<file path="src/rtl/dqs_pkg.sv">
package dqs_pkg;

   typedef enum logic [2:0] {
      ST_RUN     = 3'd0,
      ST_DRAIN   = 3'd1,
      ST_HOLD_DN = 3'd2,
      ST_OFF     = 3'd3,
      ST_HOLD_UP = 3'd4,
      ST_REL     = 3'd5
   } seq_state_e;

   typedef struct packed {
      logic bypass;
      logic rst;
      logic clk_en;
      logic off;
      logic idle;
      logic ready;
   } seq_out_t;

   localparam seq_out_t RUN_OUTS = '{bypass: 1'b0, rst: 1'b0, clk_en: 1'b1,
                                     off: 1'b0, idle: 1'b1, ready: 1'b1};

   // Output pattern for a state; bypass is returned for the slave-side view
   function automatic seq_out_t decode_outs(seq_state_e s, logic gate);
      seq_out_t o;
      o        = RUN_OUTS;
      o.idle   = (s == ST_RUN) || (s == ST_OFF);
      o.ready  = (s == ST_RUN);
      o.off    = (s == ST_OFF);
      o.bypass = (s != ST_RUN);
      o.rst    = (s == ST_HOLD_DN) || (s == ST_OFF) || (s == ST_HOLD_UP);
      o.clk_en = (s == ST_OFF) ? !gate : 1'b1;
      return o;
   endfunction

endpackage

</file>
<file path="src/rtl/dqs_sync.sv">
module dqs_sync #(
   parameter int   STAGES  = 2,
   parameter logic RST_VAL = 1'b1
) (
   input  logic clk,
   input  logic rst_n,
   input  logic d_i,
   output logic q_o
);

   logic [STAGES-1:0] chain;

   if (STAGES < 2) begin : g_bad_stages
      $error("dqs_sync: STAGES must be at least 2");
   end

   for (genvar i = 0; i < STAGES; i++) begin : g_stage
      always_ff @(posedge clk or negedge rst_n) begin
         if (!rst_n) begin
            chain[i] <= RST_VAL;
         end else begin
            chain[i] <= (i == 0) ? d_i : chain[(i == 0) ? 0 : i-1];
         end
      end
   end

   assign q_o = chain[STAGES-1];

endmodule

</file>
<file path="src/rtl/dqs_drain_det.sv">
module dqs_drain_det #(
   parameter int LOWS = 2
) (
   input  logic clk,
   input  logic rst_n,
   input  logic arm_i,
   input  logic busy_s_i,
   output logic done_o
);

   localparam int CW = (LOWS < 2) ? 1 : $clog2(LOWS);
   localparam logic [CW-1:0] LAST = CW'(LOWS - 1);

   logic [CW-1:0] low_cnt;

   if (LOWS < 1) begin : g_bad_lows
      $error("dqs_drain_det: LOWS must be at least 1");
   end

   assign done_o = arm_i && !busy_s_i && (low_cnt == LAST);

   always_ff @(posedge clk or negedge rst_n) begin
      if (!rst_n) begin
         low_cnt <= '0;
      end else if (!arm_i || busy_s_i) begin
         low_cnt <= '0;
      end else if (low_cnt != LAST) begin
         low_cnt <= low_cnt + 1'b1;
      end
   end

endmodule

</file>
<file path="src/rtl/dqs_hold_timer.sv">
module dqs_hold_timer #(
   parameter int W = 4
) (
   input  logic         clk,
   input  logic         rst_n,
   input  logic         arm_i,
   input  logic [W-1:0] hold_i,
   output logic         done_o
);

   logic [W-1:0] cnt;
   logic [W-1:0] last;

   if (W < 1) begin : g_bad_w
      $error("dqs_hold_timer: W must be at least 1");
   end

   assign last   = (hold_i == '0) ? '0 : hold_i - 1'b1;
   assign done_o = arm_i && (cnt >= last);

   always_ff @(posedge clk or negedge rst_n) begin
      if (!rst_n) begin
         cnt <= '0;
      end else if (!arm_i) begin
         cnt <= '0;
      end else if (!done_o) begin
         cnt <= cnt + 1'b1;
      end
   end

endmodule

</file>
<file path="src/rtl/dom_quiesce_seq.sv">
module dom_quiesce_seq
   import dqs_pkg::*;
#(
   parameter bit SLAVE_SIDE  = 1'b1,
   parameter int HOLD_W      = 4,
   parameter int SYNC_STAGES = 2,
   parameter int DRAIN_LOWS  = 2
) (
   input  logic              clk,
   input  logic              rst_n,
   input  logic              shut_req_i,
   input  logic              wake_req_i,
   input  logic              gate_clk_i,
   input  logic [HOLD_W-1:0] hold_cycles_i,
   input  logic              busy_i,
   output logic              bypass_o,
   output logic              dom_rst_o,
   output logic              clk_en_o,
   output logic              off_o,
   output logic              idle_o,
   output logic              ready_o
);

   seq_state_e state_q, state_d;
   seq_out_t   outs_d, outs_q;
   logic       busy_s;
   logic       drain_done;
   logic       hold_done;
   logic       in_hold;

   if (HOLD_W < 1) begin : g_bad_hold
      $error("dom_quiesce_seq: HOLD_W must be at least 1");
   end
   if (SYNC_STAGES < 2) begin : g_bad_sync
      $error("dom_quiesce_seq: SYNC_STAGES must be at least 2");
   end

   // Busy is assumed present out of reset, so a drain cannot finish early
   dqs_sync #(.STAGES(SYNC_STAGES), .RST_VAL(1'b1)) u_busy_sync (
      .clk   (clk),
      .rst_n (rst_n),
      .d_i   (busy_i),
      .q_o   (busy_s)
   );

   dqs_drain_det #(.LOWS(DRAIN_LOWS)) u_drain (
      .clk      (clk),
      .rst_n    (rst_n),
      .arm_i    (state_q == ST_DRAIN),
      .busy_s_i (busy_s),
      .done_o   (drain_done)
   );

   assign in_hold = (state_q == ST_HOLD_DN) || (state_q == ST_HOLD_UP);

   dqs_hold_timer #(.W(HOLD_W)) u_hold (
      .clk    (clk),
      .rst_n  (rst_n),
      .arm_i  (in_hold),
      .hold_i (hold_cycles_i),
      .done_o (hold_done)
   );

   always_comb begin
      state_d = state_q;
      unique case (state_q)
         ST_RUN:     if (shut_req_i) state_d = ST_DRAIN;
         ST_DRAIN:   if (drain_done) state_d = ST_HOLD_DN;
         ST_HOLD_DN: if (hold_done)  state_d = ST_OFF;
         ST_OFF:     if (wake_req_i) state_d = ST_HOLD_UP;
         ST_HOLD_UP: if (hold_done)  state_d = ST_REL;
         ST_REL:                     state_d = ST_RUN;
         default:                    state_d = ST_RUN;
      endcase
   end

   assign outs_d = decode_outs(state_d, gate_clk_i);

   always_ff @(posedge clk or negedge rst_n) begin
      if (!rst_n) begin
         state_q <= ST_RUN;
         outs_q  <= RUN_OUTS;
      end else begin
         state_q <= state_d;
         outs_q  <= outs_d;
      end
   end

   if (SLAVE_SIDE) begin : g_slave
      assign bypass_o = outs_q.bypass;
   end else begin : g_master
      assign bypass_o = 1'b0;
   end

   assign dom_rst_o = outs_q.rst;
   assign clk_en_o  = outs_q.clk_en;
   assign off_o     = outs_q.off;
   assign idle_o    = outs_q.idle;
   assign ready_o   = outs_q.ready;

endmodule

</file>
<file path="config.mk">
export PLATFORM = sky130hd
export DESIGN_NAME = dom_quiesce_seq
export DESIGN_NICKNAME = d
export VERILOG_FILES = /design/src/rtl/dqs_pkg.sv /design/src/rtl/dqs_sync.sv /design/src/rtl/dqs_drain_det.sv /design/src/rtl/dqs_hold_timer.sv /design/src/rtl/dom_quiesce_seq.sv
export SDC_FILE = /design/constraint.sdc
export NUM_CORES = 1
export LEC_CHECK = 0
export BUFFER_PORTS_ARGS = -buffer_cell sky130_fd_sc_hd__clkbuf_2
export CAP_MARGIN = 10
export CORE_MARGIN = 2
export CORE_UTILIZATION = 40
export CTS_CLUSTER_SIZE = 30
export DETAILED_ROUTE_END_ITERATION = 7
export PLACE_DENSITY_LB_ADDON = 0.1
export SETUP_SLACK_MARGIN = 0.2
export SLEW_MARGIN = 40
export SYNTH_ARGS = -nofsm -noshare
export SYNTH_HDL_FRONTEND = slang
export SYNTH_SLANG_ARGS = --single-unit
</file>
<file path="constraint.sdc">
create_clock -name clk -period 2.12 [get_ports clk]
set_input_delay 0 -clock clk [delete_from_list [all_inputs] [get_ports clk]]
set_output_delay 0 -clock clk [all_outputs]
set_load 0.02 [all_outputs]
</file>
### Word-level counts from Yosys, hierarchy flattened

Index checks and enable logic that the tools add are counted.

| storage, ports and cells | value |
|---|---|
| output and inout port bits | 6 |
| input bits | 10 |
| word-level logic and storage cells | 50 |
| flip-flop bits (word level) | 16 |

| cells by class | value |
|---|---|
| reductions and logical operators | 15 |
| eq/ne operators | 8 |
| add/sub/neg operators | 3 |
| multiplexer cells | 12 |
| order comparisons | 1 |

Operator list:

| operator | number |
|---|---|
| 3-bit two-way mux | 5 |
| 3-bit one-hot mux with 5 select lines | 1 |
| 3-bit by 2-bit == test with 1-bit output, second input constant | 4 |
| 4-bit two-way mux | 3 |
| 3-bit == test, second input constant | 2 |
| 3-bit logical NOT | 2 |
| 1-bit logical OR | 5 |
| 4-bit by 1-bit adder with 4-bit output, second input constant | 1 |
| 4-bit >= comparator | 1 |
| 4-bit logical NOT | 1 |
| 4-bit by 1-bit subtractor with 4-bit output, second input constant | 1 |
| 3-bit by 1-bit == test with 1-bit output, second input constant | 1 |
| 1-bit logical AND | 3 |
| 1-bit logical NOT | 3 |
| 1-bit two-way mux | 3 |
| 3-bit nonzero test | 1 |
| 2-bit != test, second input constant | 1 |
| 1-bit adder, second input constant | 1 |

### Longest topological paths before layout

| depth | value |
|---|---|
| word-level depth | 9 |
| gate-level depth with buffers | 9 |
| mapped depth without buffers | 9 |

### By module

A second synthesis with hierarchy kept.

| second synthesis, totals | value |
|---|---|
| cells, all modules | 80 |
| area, all modules | 840.8 µm² |

Modules (own cells, without submodules):

| module | area an instance (µm²) | sequential area each (µm²) | instances | cells each |
|---|---|---|---|---|
| dom_quiesce_seq | 417.9 | 229.0 | 1 | 39 |
| dqs_hold_timer | 330.3 | 100.1 | 1 | 36 |
| dqs_sync | 52.6 | 52.6 | 1 | 2 |
| dqs_drain_det | 40.0 | 25.0 | 1 | 3 |

### Worst setup path after synthesis

OpenSTA, ideal clock, no wires.

| timing path | value |
|---|---|
| kind | flip-flop to flip-flop |
| start point | register u_hold.cnt[2] |
| end point | register outs_q (netlist bit bypass_o) |
| path buffers | 0 |
| data required time | 1996 ps |
| path slack | 503 ps |
| arrival time | 1493 ps |
| cell stages (with the launch flop) | 7 |
| setup time | 124 ps |
| period minus slack after synthesis | 1617 ps |
| cells stage by stage | dfrtp_1 ha_1 a31oi_1 nor2b_1 nor2_1 o22ai_2 or2_1 |

RTL lines:

| what | RTL line | RTL |
|---|---|---|
| from (decl) | dqs_hold_timer.sv:11 | `logic [W-1:0] cnt;` |
| from (signal assigned) | dqs_hold_timer.sv:27 | `cnt <= cnt + 1'b1;` |
| to (signal assigned) | dom_quiesce_seq.sv:85 | `outs_q <= outs_d;` |
| to (decl) | dom_quiesce_seq.sv:25 | `seq_out_t outs_d, outs_q;` |

==> flow_metrics.py <==
metrics = {
    "timing": {
        "setup_violations": 0,
        "worst_hold_slack_ns": 0.1287,
        "slew_headroom_pct": 74.42,
        "finalHoldViolCount": 0,
        "fin_crit_ns": 1.805,
        "tightest_slew_ns": 0.3836,
        "skew_ns": 0.003927,
        "clock.fmax_mhz": 554.1,
        "tns_ns": 0,
        "rsz0062_at_grt": "no",
        "layout_worst_path_cycle_share_pct": 85.13,
        "slew_viol_final": 0,
    },
    "outcome": {
        "outcome": "completed",
    },
    "logic_synthesis": {
        "netlist_top_cells_area": "dfrtp_1 (35%), dfstp_2 (17%), ha_1 (8.0%)",
        "netlist_area_sq_um": 778.2,
        "ys_ff_latch": 16,
        "ys_types": 26,
        "ys_warn_count": 0,
        "synth_top_cell_area_share_pct": 35.37,
        "seq_area_frac_synth_pct": 52.25,
        "avgSynthCellArea_sq_um": 10.66,
        "yosys.area.top_type": "dfrtp_1",
        "synth_nets": 88,
        "synth_cells": 73,
    },
    "hold_path": {
        "hold_path_end": "state_q[2]",
        "worstHoldStart": "wake_req_i",
        "hp-class": "in -> reg",
        "hold_path_depth": 4,
    },
    "finish": {
        "largest_register_ffs": 4,
        "nets": 111,
        "syn_to_final_growth_pct": 23.15,
        "reg_top3": "u_hold.cnt: 4 flops, state_q: 3 flops",
        "antenna_cells": 0,
        "fin_util_pct": 53.75,
        "regMostFlops": "u_hold.cnt",
        "finalInstanceArea_sq_um": 958.4,
        "drive_gt1_share_pct": 29.47,
    },
    "grt": {
        "grt-ovfl-total": 0,
        "grt_max_degree": 17,
        "grt_usage_pct": 14.46,
        "grt_pass1_wl_um": 2263,
        "antenna_found_initial": 0,
        "grt_pass1_vias": 546,
    },
    "routing": {
        "antenna_left": 0,
        "wl_per_cell_um": 11.24,
        "totalWireLength_um": 1349,
        "via_count": 577,
        "first_iter_violations": 1,
        "vias_per_cell": 4.808,
        "drt_first_pass_iters": 2,
        "drc": 0,
    },
    "critical_path": {
        "cp.required_ns": 2.28,
        "critical_path.cell_chain": "ha_1, a21oi_1, a21oi_1, nor2_1, o22ai_4, or2_1",
        "crit_type": "reg -> reg",
        "reg2reg_depth": 6,
        "timing.rr.start": "u_hold.cnt[2]",
        "start_kind": "register",
        "max_stage_delay_ns": 0.42,
        "crit_arrival_ns": 1.97,
        "path_depth": 6,
        "endpoint_kind": "register",
        "cp_max_fo": 7,
        "critical-path-slowest-cell": "dfrtp_1",
        "r2r-end": "bypass_o",
        "worst-path-buf-inv": 0,
        "cp_common_cell": "a21oi_1",
        "crit_family": "simple AND/OR/NAND/NOR gates",
        "r2r_slack_ns": 0.32,
    },
    "power": {
        "p_leak_nw": 0.4559,
        "powerDensity_nw_per_um2": 1119,
        "ir_drop_mv": 0.5407,
    },
    "cts": {
        "cts_sinks": 16,
        "cts-htree-levels": 1,
        "ctsLongestPathBuffers": 2,
        "path_clk_slew_ns": 0.09,
        "clock_tree.root_cell": "clkbuf_4",
        "clk-insertion-delay-late_ns": 0.28,
        "numCtsBuffers": 3,
        "tritoncts": "yes",
    },
    "floorplan": {
        "io_pins": 16,
        "die-area_sq_um": 2315,
        "die_h_um": 48.11,
        "num_rows": 15,
        "core_region_area_sq_um": 1783,
        "fp.dieW_um": 48.11,
        "initial_utilization_pct": 43.65,
    },
    "run": {
        "drv_cap": 0,
    },
    "placed_design": {
        "dp_hpwl_um": 1047,
        "port_buffers": 15,
        "routabilityCongestion": 0.7835,
        "place_area_sq_um": 884.6,
    },
}
## stage by stage
step                      setup slack, ns  cells  power (mW)
after CTS                          0.3190    120       1.068
after global placement             0.3431    113      0.8609
final                              0.3152    120       1.072
after detailed placement           0.2777    113      0.8654
after floorplan                    0.5030     73      0.7474
after global routing               0.2063    120       1.163
## worst max-delay path by stage
| stage | slack [ns] | start | to |
|---|---|---|---|
| after floorplan | 0.50 | u_hold.cnt[2] | bypass_o |
| final | 0.32 | u_hold.cnt[2] | bypass_o |
| after global placement | 0.34 | hold_cycles_i[1] | bypass_o |
| after global routing | 0.21 | u_hold.cnt[2] | bypass_o |
| after CTS | 0.32 | u_hold.cnt[2] | bypass_o |
| after detailed placement | 0.28 | hold_cycles_i[1] | bypass_o |
## where the power goes
part | total [mW] | switching (mW) | internal (mW) | leakage, nW
sequential | 0.468 | 0.0582 | 0.410 | 0.198
clock | 0.192 | 0.0873 | 0.104 | 0.0210
combinational | 0.412 | 0.240 | 0.173 | 0.237
total | 1.07 | 0.385 | 0.687 | 0.456
## what timing repair did
action | CTS | global route
endpoints found under the setup margin | 0 | 1
gates resized for setup | 0 | 1
hold buffers | 3 | 0
buffers inserted | 0 | 0
endpoints found under the hold margin | 18 | 0
## worst register-to-register path, stage by stage, from the launching register on
cell	delay, ns
dfrtp_1	0.42
ha_1	0.33
a21oi_1	0.16
a21oi_1	0.10
nor2_1	0.30
o22ai_4	0.15
or2_1	0.25
## cells in the final DEF, fill, tap and decap left out, types with 2 or more instances in the layout
cell / Yosys / layout
clkbuf_4: 0 / 3
nand2b_1: 3 / 3
nand2_1: 5 / 5
nand3_1: 2 / 2
dlygate4sd3_1: 0 / 3
o21ai_0: 2 / 2
xnor2_1: 3 / 3
o21a_1: 2 / 2
inv_1: 3 / 3
dfrtp_1: 11 / 11
nor3_1: 3 / 3
dfstp_2: 5 / 5
a21oi_1: 5 / 5
ha_1: 5 / 5
nor2_1: 9 / 9
clkbuf_2: 0 / 15
nor2b_1: 2 / 2
mux2i_1: 2 / 2
## cells in the mapped netlist
cell and n:
nand2b_1 3, o31ai_1 1, a32oi_1 1, or2_2 1, nor3b_1 1, xor2_1 1
inv_1 3, o21a_1 2, ha_1 5, a31oi_1 1, nand2_1 5, nor2b_1 2
and2_2 1, a21oi_1 5, nor3_1 3, and4bb_2 1, o22ai_2 1, nor2_1 9
o21ai_0 2, or3b_1 1, nand3_1 2, dfrtp_1 11, dfstp_2 5, or2_1 1
xnor2_1 3, mux2i_1 2
## layer usage
metal / track usage [%] / wire, um
met1: 18.44 / 661
met3: 3.704 / 54
met2: 23.20 / 619
met4: 6.486 / 13
met5: 0 / 0
## area by class of cell
cell class              instances  area [sq um]
clock buffers                   4         36.28
flip-flops and latches         16         406.6
multi-input cells              54         367.9
repair buffers                 18         105.1
well taps                      25         31.28
fillers                       172         824.5
inverters                       3         11.26
## logic make-up after synthesis
kind of cell    share of synthesized area [%]
buf+inv                                 1.447
simple gates                            20.26
flops                                   52.25
fa+ha+maj                               8.039
xor+xnor                                4.502
compound gates                          10.93
mux                                     2.572
Note: power is estimated with default switching activity, not from simulation.
